File: config.mk
export PLATFORM = sky130hd
export DESIGN_NAME = bt_sram_engine
export DESIGN_NICKNAME = d
export VERILOG_FILES = /design/src/rtl/bt_sram_pkg.sv /design/src/rtl/bt_sram_wr_pipe.sv /design/src/rtl/bt_sram_array.sv /design/src/rtl/bt_sram_rd_pipe.sv /design/src/rtl/bt_sram_engine.sv
export SDC_FILE = /design/constraint.sdc
export NUM_CORES = 1
export LEC_CHECK = 0
export BUFFER_PORTS_ARGS = -buffer_cell sky130_fd_sc_hd__buf_2
export CAP_MARGIN = 10
export CORE_MARGIN = 8
export CORE_UTILIZATION = 42
export DETAILED_ROUTE_END_ITERATION = 10
export PLACE_DENSITY = 0.56
export SYNTH_ARGS = -nofsm -noshare
export SYNTH_HDL_FRONTEND = slang
export SYNTH_SLANG_ARGS = --single-unit
File: constraint.sdc
create_clock -name clk -period 2.15 [get_ports clk]
set_clock_uncertainty 0.2 [all_clocks]
set_input_delay 0.43 -clock clk [delete_from_list [all_inputs] [get_ports clk]]
set_output_delay 0.43 -clock clk [all_outputs]
set_load 0.1 [all_outputs]
File: src/rtl/bt_sram_pkg.sv
package bt_sram_pkg;
  localparam int unsigned LANE_W = 9;
endpackage

File: src/rtl/bt_sram_wr_pipe.sv
module bt_sram_wr_pipe
  import bt_sram_pkg::*;
#(
  parameter int unsigned ADDR_W = 6,
  parameter int unsigned NB     = 2
) (
  input  logic                   clk,
  input  logic                   rst,
  input  logic                   wr_acc,
  input  logic [ADDR_W-1:0]      cmd_addr,
  input  logic [NB*LANE_W-1:0]   wd_rise,
  input  logic [NB*LANE_W-1:0]   wd_fall,
  input  logic [NB-1:0]          be_rise,
  input  logic [NB-1:0]          be_fall,
  output logic                   buf_vld,
  output logic [ADDR_W-2:0]      buf_pair,
  output logic [2*NB*LANE_W-1:0] buf_data,
  output logic [2*NB-1:0]        buf_be
);
  logic              wc_vld;
  logic [ADDR_W-1:0] wc_addr;

  // stage A: command edge; stage B: data edge (buffer entry)
  always_ff @(posedge clk) begin
    if (rst) begin
      wc_vld  <= 1'b0;
      buf_vld <= 1'b0;
    end else begin
      wc_vld  <= wr_acc;
      buf_vld <= wc_vld;
    end
    wc_addr  <= cmd_addr;
    buf_pair <= wc_addr[ADDR_W-1:1];
    if (wc_addr[0]) begin
      buf_data <= {wd_rise, wd_fall};
      buf_be   <= {be_rise, be_fall};
    end else begin
      buf_data <= {wd_fall, wd_rise};
      buf_be   <= {be_fall, be_rise};
    end
  end

  // buffer entry must stem from a write accepted two edges earlier
  assert_buf_origin_R3: assert property (@(posedge clk) disable iff (rst)
    buf_vld |-> $past(wr_acc, 2));
endmodule

File: src/rtl/bt_sram_array.sv
module bt_sram_array
  import bt_sram_pkg::*;
#(
  parameter int unsigned PAIR_AW = 5,
  parameter int unsigned NB      = 2
) (
  input  logic                   clk,
  input  logic                   we,
  input  logic [PAIR_AW-1:0]     waddr,
  input  logic [2*NB*LANE_W-1:0] wdata,
  input  logic [2*NB-1:0]        wbe,
  input  logic [PAIR_AW-1:0]     raddr,
  output logic [2*NB*LANE_W-1:0] rdata
);
  localparam int unsigned DEPTH = 1 << PAIR_AW;
  localparam int unsigned LANES = 2 * NB;

  logic [2*NB*LANE_W-1:0] mem [DEPTH];

  // one byte-enabled write port, one registered read-first port
  always_ff @(posedge clk) begin
    if (we) begin
      for (int i = 0; i < LANES; i++) begin
        if (wbe[i]) mem[waddr][i*LANE_W +: LANE_W] <= wdata[i*LANE_W +: LANE_W];
      end
    end
    rdata <= mem[raddr];
  end
endmodule

File: src/rtl/bt_sram_rd_pipe.sv
module bt_sram_rd_pipe
  import bt_sram_pkg::*;
#(
  parameter int unsigned ADDR_W = 6,
  parameter int unsigned NB     = 2
) (
  input  logic                   clk,
  input  logic                   rst,
  input  logic                   rd_acc,
  input  logic [ADDR_W-1:0]      cmd_addr,
  output logic [ADDR_W-2:0]      ram_raddr,
  input  logic [2*NB*LANE_W-1:0] ram_q,
  input  logic                   buf_vld,
  input  logic [ADDR_W-2:0]      buf_pair,
  input  logic [2*NB*LANE_W-1:0] buf_data,
  input  logic [2*NB-1:0]        buf_be,
  output logic [NB*LANE_W-1:0]   rdata_rise,
  output logic [NB*LANE_W-1:0]   rdata_fall,
  output logic                   rvalid
);
  localparam int unsigned DW    = NB * LANE_W;
  localparam int unsigned LANES = 2 * NB;

  logic              s1_vld, s2_vld, s2_lsb;
  logic [ADDR_W-1:0] s1_addr;
  logic [LANES-1:0]  fwd_be;
  logic [2*DW-1:0]   fwd_data, merged;

  assign ram_raddr = s1_addr[ADDR_W-1:1];

  // per-lane overlay of the uncommitted write on the array word pair
  for (genvar g = 0; g < LANES; g++) begin : g_lane
    assign merged[g*LANE_W +: LANE_W] = fwd_be[g] ? fwd_data[g*LANE_W +: LANE_W]
                                                  : ram_q[g*LANE_W +: LANE_W];
  end

  always_ff @(posedge clk) begin
    if (rst) begin
      s1_vld     <= 1'b0;
      s2_vld     <= 1'b0;
      rvalid     <= 1'b0;
      rdata_rise <= '0;
      rdata_fall <= '0;
      fwd_be     <= '0;
    end else begin
      s1_vld <= rd_acc;
      s2_vld <= s1_vld;
      rvalid <= s2_vld;
      fwd_be <= (buf_vld && buf_pair == s1_addr[ADDR_W-1:1]) ? buf_be : '0;
      if (s2_vld) begin
        rdata_rise <= s2_lsb ? merged[2*DW-1:DW] : merged[DW-1:0];
        rdata_fall <= s2_lsb ? merged[DW-1:0]    : merged[2*DW-1:DW];
      end else begin
        rdata_rise <= '0;
        rdata_fall <= '0;
      end
    end
    s1_addr  <= cmd_addr;
    s2_lsb   <= s1_addr[0];
    fwd_data <= buf_data;
  end

  assert_idle_zero_R8: assert property (@(posedge clk) disable iff (rst)
    !rvalid |-> (rdata_rise == '0 && rdata_fall == '0));
  assert_rvalid_src_R8: assert property (@(posedge clk) disable iff (rst)
    rvalid |-> $past(rd_acc, 3));
endmodule

File: src/rtl/bt_sram_engine.sv
module bt_sram_engine
  import bt_sram_pkg::*;
#(
  parameter int unsigned ADDR_W = 6,
  parameter int unsigned NB     = 2
) (
  input  logic                  clk,
  input  logic                  rst,
  input  logic [ADDR_W-1:0]     cmd_addr,
  input  logic                  cmd_rd,
  input  logic                  cmd_wr,
  input  logic [NB*LANE_W-1:0]  wdata_rise,
  input  logic [NB*LANE_W-1:0]  wdata_fall,
  input  logic [NB-1:0]         wbe_rise,
  input  logic [NB-1:0]         wbe_fall,
  output logic [NB*LANE_W-1:0]  rdata_rise,
  output logic [NB*LANE_W-1:0]  rdata_fall,
  output logic                  rvalid
);
  localparam int unsigned DW      = NB * LANE_W;
  localparam int unsigned PAIR_AW = ADDR_W - 1;

  logic               wr_acc, rd_acc, buf_vld;
  logic [PAIR_AW-1:0] buf_pair, ram_raddr;
  logic [2*DW-1:0]    buf_data, ram_q;
  logic [2*NB-1:0]    buf_be;

  // write has priority over a read in the same cycle
  assign wr_acc = cmd_wr;
  assign rd_acc = cmd_rd && !cmd_wr;

  bt_sram_wr_pipe #(.ADDR_W(ADDR_W), .NB(NB)) u_wr (
    .clk(clk), .rst(rst), .wr_acc(wr_acc), .cmd_addr(cmd_addr),
    .wd_rise(wdata_rise), .wd_fall(wdata_fall),
    .be_rise(wbe_rise), .be_fall(wbe_fall),
    .buf_vld(buf_vld), .buf_pair(buf_pair), .buf_data(buf_data), .buf_be(buf_be)
  );

  bt_sram_array #(.PAIR_AW(PAIR_AW), .NB(NB)) u_mem (
    .clk(clk), .we(buf_vld), .waddr(buf_pair), .wdata(buf_data), .wbe(buf_be),
    .raddr(ram_raddr), .rdata(ram_q)
  );

  bt_sram_rd_pipe #(.ADDR_W(ADDR_W), .NB(NB)) u_rd (
    .clk(clk), .rst(rst), .rd_acc(rd_acc), .cmd_addr(cmd_addr),
    .ram_raddr(ram_raddr), .ram_q(ram_q),
    .buf_vld(buf_vld), .buf_pair(buf_pair), .buf_data(buf_data), .buf_be(buf_be),
    .rdata_rise(rdata_rise), .rdata_fall(rdata_fall), .rvalid(rvalid)
  );

  assert_rd_latency_R6: assert property (@(posedge clk) disable iff (rst)
    (cmd_rd && !cmd_wr) |-> ##3 rvalid);
  assert_wr_wins_R1: assert property (@(posedge clk) disable iff (rst)
    cmd_wr |-> ##3 !rvalid);
  assert_reset_clear_R10: assert property (@(posedge clk)
    rst |=> !rvalid);
endmodule

==> out/qor_table.md <==
| Step | Metric | This run |
|---|---|---|
| placed design | Routability congestion estimate from global placement | 0.855 |
| clocking | Library cell used as clock root buffer | sky130_fd_sc_hd__clkbuf_16 |
| power and ir drop | Peak supply drop | 0.786 mV |
| synthesis | Synthesized area per cell | 16.7 um^2 |
| synthesis | Fraction of the yosys area taken by sequential cells | 75.4% |
| synthesis | Count of warnings emitted by yosys | 0 |
| finish | Area growth from synthesis to final layout | 22.4% |
| synthesis | EDFF count, synth | 1152 |
| die | Die area | 0.131 mm^2 |
| finish | Footprint of the flip-flops and latches | 0.0380 mm^2 |
| die | Vertical extent of the die | 362 um |
| synthesis | Cell types with the largest area share after synthesis | sky130_fd_sc_hd__edfxtp_1, sky130_fd_sc_hd__mux2i_1, sky130_fd_sc_hd__dfxtp_1 |
| worst hold path | Class of the tightest hold or removal check | input port to register |
| timing | Worst-case hold slack | 0.149 ns |
| timing | Part of the cycle the worst path needs | 101% |
| grt | Global-route wire length before repair | 194000 um |
| finish | Final Instance Count excl. Fillers | 5268 |
| routing | Via total after detailed routing | 28400 |
| clocking | Clock insertion delay at the later pin of the skew report | 0.74 ns |
| finish | Commonest non-fill, non-tap cell in the layout | sky130_fd_sc_hd__edfxtp_1 |
| placed design | Dpl ws | -0.267 ns |
| synthesis | Mux contribution to synthesized area | 12.7% |
| finish | Layout cell share with drive strength beyond 1 | 22.4% |
| synthesis | Basic-gate share of the synthesized area counting and, or, nand and nor cells | 4.59% |
| job | Total of max-cap violations | 0 |
| synthesis | Fraction of synthesized cell area taken by the top area cell type | 68.7% |
| die | Core outline area | 0.119 mm^2 |
| run status | Result of the run | complete, but fails checks |
| grt | Overall fraction of global-route tracks in use | 19.9% |
| grt | Number of antenna violations at the first check in global routing | 4 |
| clocking | Number of buffers inserted during clock tree synthesis | 135 |
| clocking | Number of sinks handled by clock tree synthesis | 1321 |
| clocking | Clk slew on worst S/H paths | 0.06 ns |
| power and ir drop | Static Leakage | 22.4 nW |
| worst setup path | Type of element launching the critical path | register |
| timing | Final setup violation count | 1 |
| worst setup path | Highest fanout seen on the critical path | 5 |
| timing | Number of hold violations in the final report | 0 |
| finish | Top library cells by usage in the layout, fill and taps aside | sky130_fd_sc_hd__edfxtp_1, sky130_fd_sc_hd__mux2i_1, sky130_fd_sc_hd__buf_4 |
| timing | Min setup slack post-route | -0.0116 ns |
| worst setup path | Category of the most critical setup path | register to register |
| synthesis | Primary flip-flop cell chosen by synthesis mapping | sky130_fd_sc_hd__edfxtp_1 |
| placed design | # placed instances | 4898 |
| synthesis | Area share of fa/ha/maj cells after synthesis | 0% |
| synthesis | Share of flip-flops with an asynchronous set or reset after synthesis | 0% |
| routing | Starting DRC count in detailed routing | 2569 |
| timing | Number of max-slew violations in the final report | 0 |
| synthesis | FF+latch count, synth | 1321 |
| synthesis | Synth unique cells | 33 |
| die | I/O pin cnt | 87 |
| timing | Transition time of the tightest slew-check pin | 0.730 ns |
| worst setup path | Critical Path End Type | register |
| synthesis | Number of instances in the synthesized netlist | 3020 |
| placed design | Sum of net half-perimeters after detailed placement | 84300 um |
| power and ir drop | Power per cell area | 896 mW/mm^2 |
| run status | Violated checks | negative setup slack |
| finish | Area occupied by multi-input gates | 0.0118 mm^2 |
| timing | Maximum achievable frequency | 463 MHz |
| grt | Via count of the first global-routing pass | 28500 |
| grt | Remaining global-route overflow | 0 |
| grt | Pin count of the biggest net entering global routing | 55 |
| timing | Fin crit period | 2.16 ns |
| clocking | Clock tree from TritonCTS | built |
| synthesis | Complex-gate fraction of the synthesized area | 5.10% |
| placed design | Port Buffer Count | 86 |
| synthesis | Synth area leader | sky130_fd_sc_hd__edfxtp_1 |
| power and ir drop | Power, Total | 55.2 mW |
| die | Die span in x | 362 um |
| synthesis | Mapped Area | 0.0504 mm^2 |
| routing | DR pass1 iterations | 6 |
| finish | Net count reported at finish | 3595 |
| synthesis | Xor/xnor cell area share of the yosys netlist | 0.0870% |
| timing | Headroom to the max-slew limit | 51.3% |
| worst setup path | Data arrival time of the critical path | 2.64 ns |
| die | Standard-cell row count | 127 |
| clocking | Htree depth | 4 |
| synthesis | Net count after synthesis | 3070 |
| routing | Number of remaining DRC errors | 0 |
| routing | ANT nets after route | 0 |
| finish | Number of filler cells placed in the layout | 9810 |
| routing | Via-to-Cell Ratio | 5.39 |
| routing | Total Routed Length | 134000 um |
| clocking | CTS max path bufs | 3 |
| worst setup path | Worst Path Required | 2.63 ns |
| finish | Final standard cell utilization of the core | 51.6% |
| timing | Unrepaired setup endpoints after global routing | true |
| die | Starting utilization of the core area | 42.1% |
| synthesis | Dominant combinational cell family by area after synthesis | multiplexers |
| routing | WL/cell | 25.5 um |
## through the flow
stage                     TNS (ns)  cell area, um^2
after floorplan                  0            50400
after global placement      -17.32            55100
after detailed placement    -27.49            55100
after CTS                   -0.486            60700
final                      -0.0116            61600
after global routing        -0.355            61600
## cell type report
class | instances | area share [%]
clock buffer | 183 | 6.17
antenna | 2 | 0.00812
timing repair buffer | 566 | 8.73
sequential | 1321 | 61.7
multi-input combinational | 1519 | 19.2
inverter | 2 | 0.0122
tap | 1612 | 3.27
clock inverter | 63 | 0.981
## final timing paths
path / from / to / slack [ns] / cells after the start
min reg2reg: u_wr.wc_vld / u_wr.buf_vld / 0.24 / 1
max reg2reg: u_rd.s1_addr[2] / u_rd.fwd_be[2] / -0.01 / 8
min: cmd_addr[0] / u_rd.s1_addr[0] / 0.15 / 2
max: u_rd.s1_addr[2] / u_rd.fwd_be[2] / -0.01 / 8
## power breakdown
group,switching [mW],internal (mW)
logic,2.26,1.40
registers,0.126,28.3
clock network,9.54,13.6
## worst max-delay path, stage by stage, from the launching register on
cell and delay, ns:
sky130_fd_sc_hd__dfxtp_4 0.39, sky130_fd_sc_hd__buf_12 0.14, sky130_fd_sc_hd__clkbuf_16 0.16, sky130_fd_sc_hd__buf_12 0.14, sky130_fd_sc_hd__xnor2_2 0.11, sky130_fd_sc_hd__nand4_1 0.23
sky130_fd_sc_hd__nor4b_4 0.39, sky130_fd_sc_hd__buf_4 0.21, sky130_fd_sc_hd__and2_4 0.14
## cell families after synthesis
logic type	Yosys count
flip-flops	1321
multiplexers	634
AND/OR/NAND/NOR	520
AO/OA/AOI/OAI	360
buffers and inverters	180
XOR/XNOR	5
## what timing repair did
action	CTS	global route
hold buffers	69	0
pin swaps	9	18
gates resized for setup	77	82
endpoints found under the setup margin	356	461
cloned	5	11
buffers inserted	7	31
endpoints found under the hold margin	50	0
## sequential cells by signal, summed over array words and instances, names as in the netlist, 4 cells and up
| name | cells |
|---|---|
| u_rd.rdata_rise | 18 |
| u_wr.buf_be | 4 |
| u_wr.buf_data | 36 |
| u_mem.mem | 1152 |
| u_wr.buf_pair | 5 |
| u_mem.rdata | 36 |
| u_rd.s1_addr | 6 |
| u_rd.fwd_data | 36 |
| u_rd.rdata_fall | 18 |
| u_rd.fwd_be | 4 |
## metal layers
layer / part of all wire (%) / GRT usage [%] / vias up
met3: 6.7 / 3.65 / 187
met4: 2.5 / 5.68 / 0
met2: 47 / 31.7 / 930
met1: 44 / 28.0 / 14500
li1: - / - / 12800
met5: 0 / 0 / -
## cell usage after synthesis, types with 2 or more instances
master,number
sky130_fd_sc_hd__edfxtp_1,1152
sky130_fd_sc_hd__mux2i_1,594
sky130_fd_sc_hd__nand2_1,182
sky130_fd_sc_hd__dfxtp_1,169
sky130_fd_sc_hd__nor2_1,130
sky130_fd_sc_hd__a21oi_1,108
sky130_fd_sc_hd__a22oi_1,108
sky130_fd_sc_hd__nand3_1,108
sky130_fd_sc_hd__a22o_1,72
sky130_fd_sc_hd__buf_2,70
sky130_fd_sc_hd__mux2_2,40
sky130_fd_sc_hd__clkbuf_1,37
sky130_fd_sc_hd__nor3_1,37
sky130_fd_sc_hd__a31oi_1,36
sky130_fd_sc_hd__o311a_1,36
sky130_fd_sc_hd__buf_6,26
sky130_fd_sc_hd__nor2b_1,25
sky130_fd_sc_hd__and2_1,24
sky130_fd_sc_hd__buf_4,21
sky130_fd_sc_hd__buf_1,18
sky130_fd_sc_hd__clkbuf_4,5
sky130_fd_sc_hd__nor3b_1,4
sky130_fd_sc_hd__xnor2_1,4
sky130_fd_sc_hd__nand2b_1,3
sky130_fd_sc_hd__and3b_1,2
sky130_fd_sc_hd__inv_2,2
No activity file was read; power rests on OpenSTA's default activity.
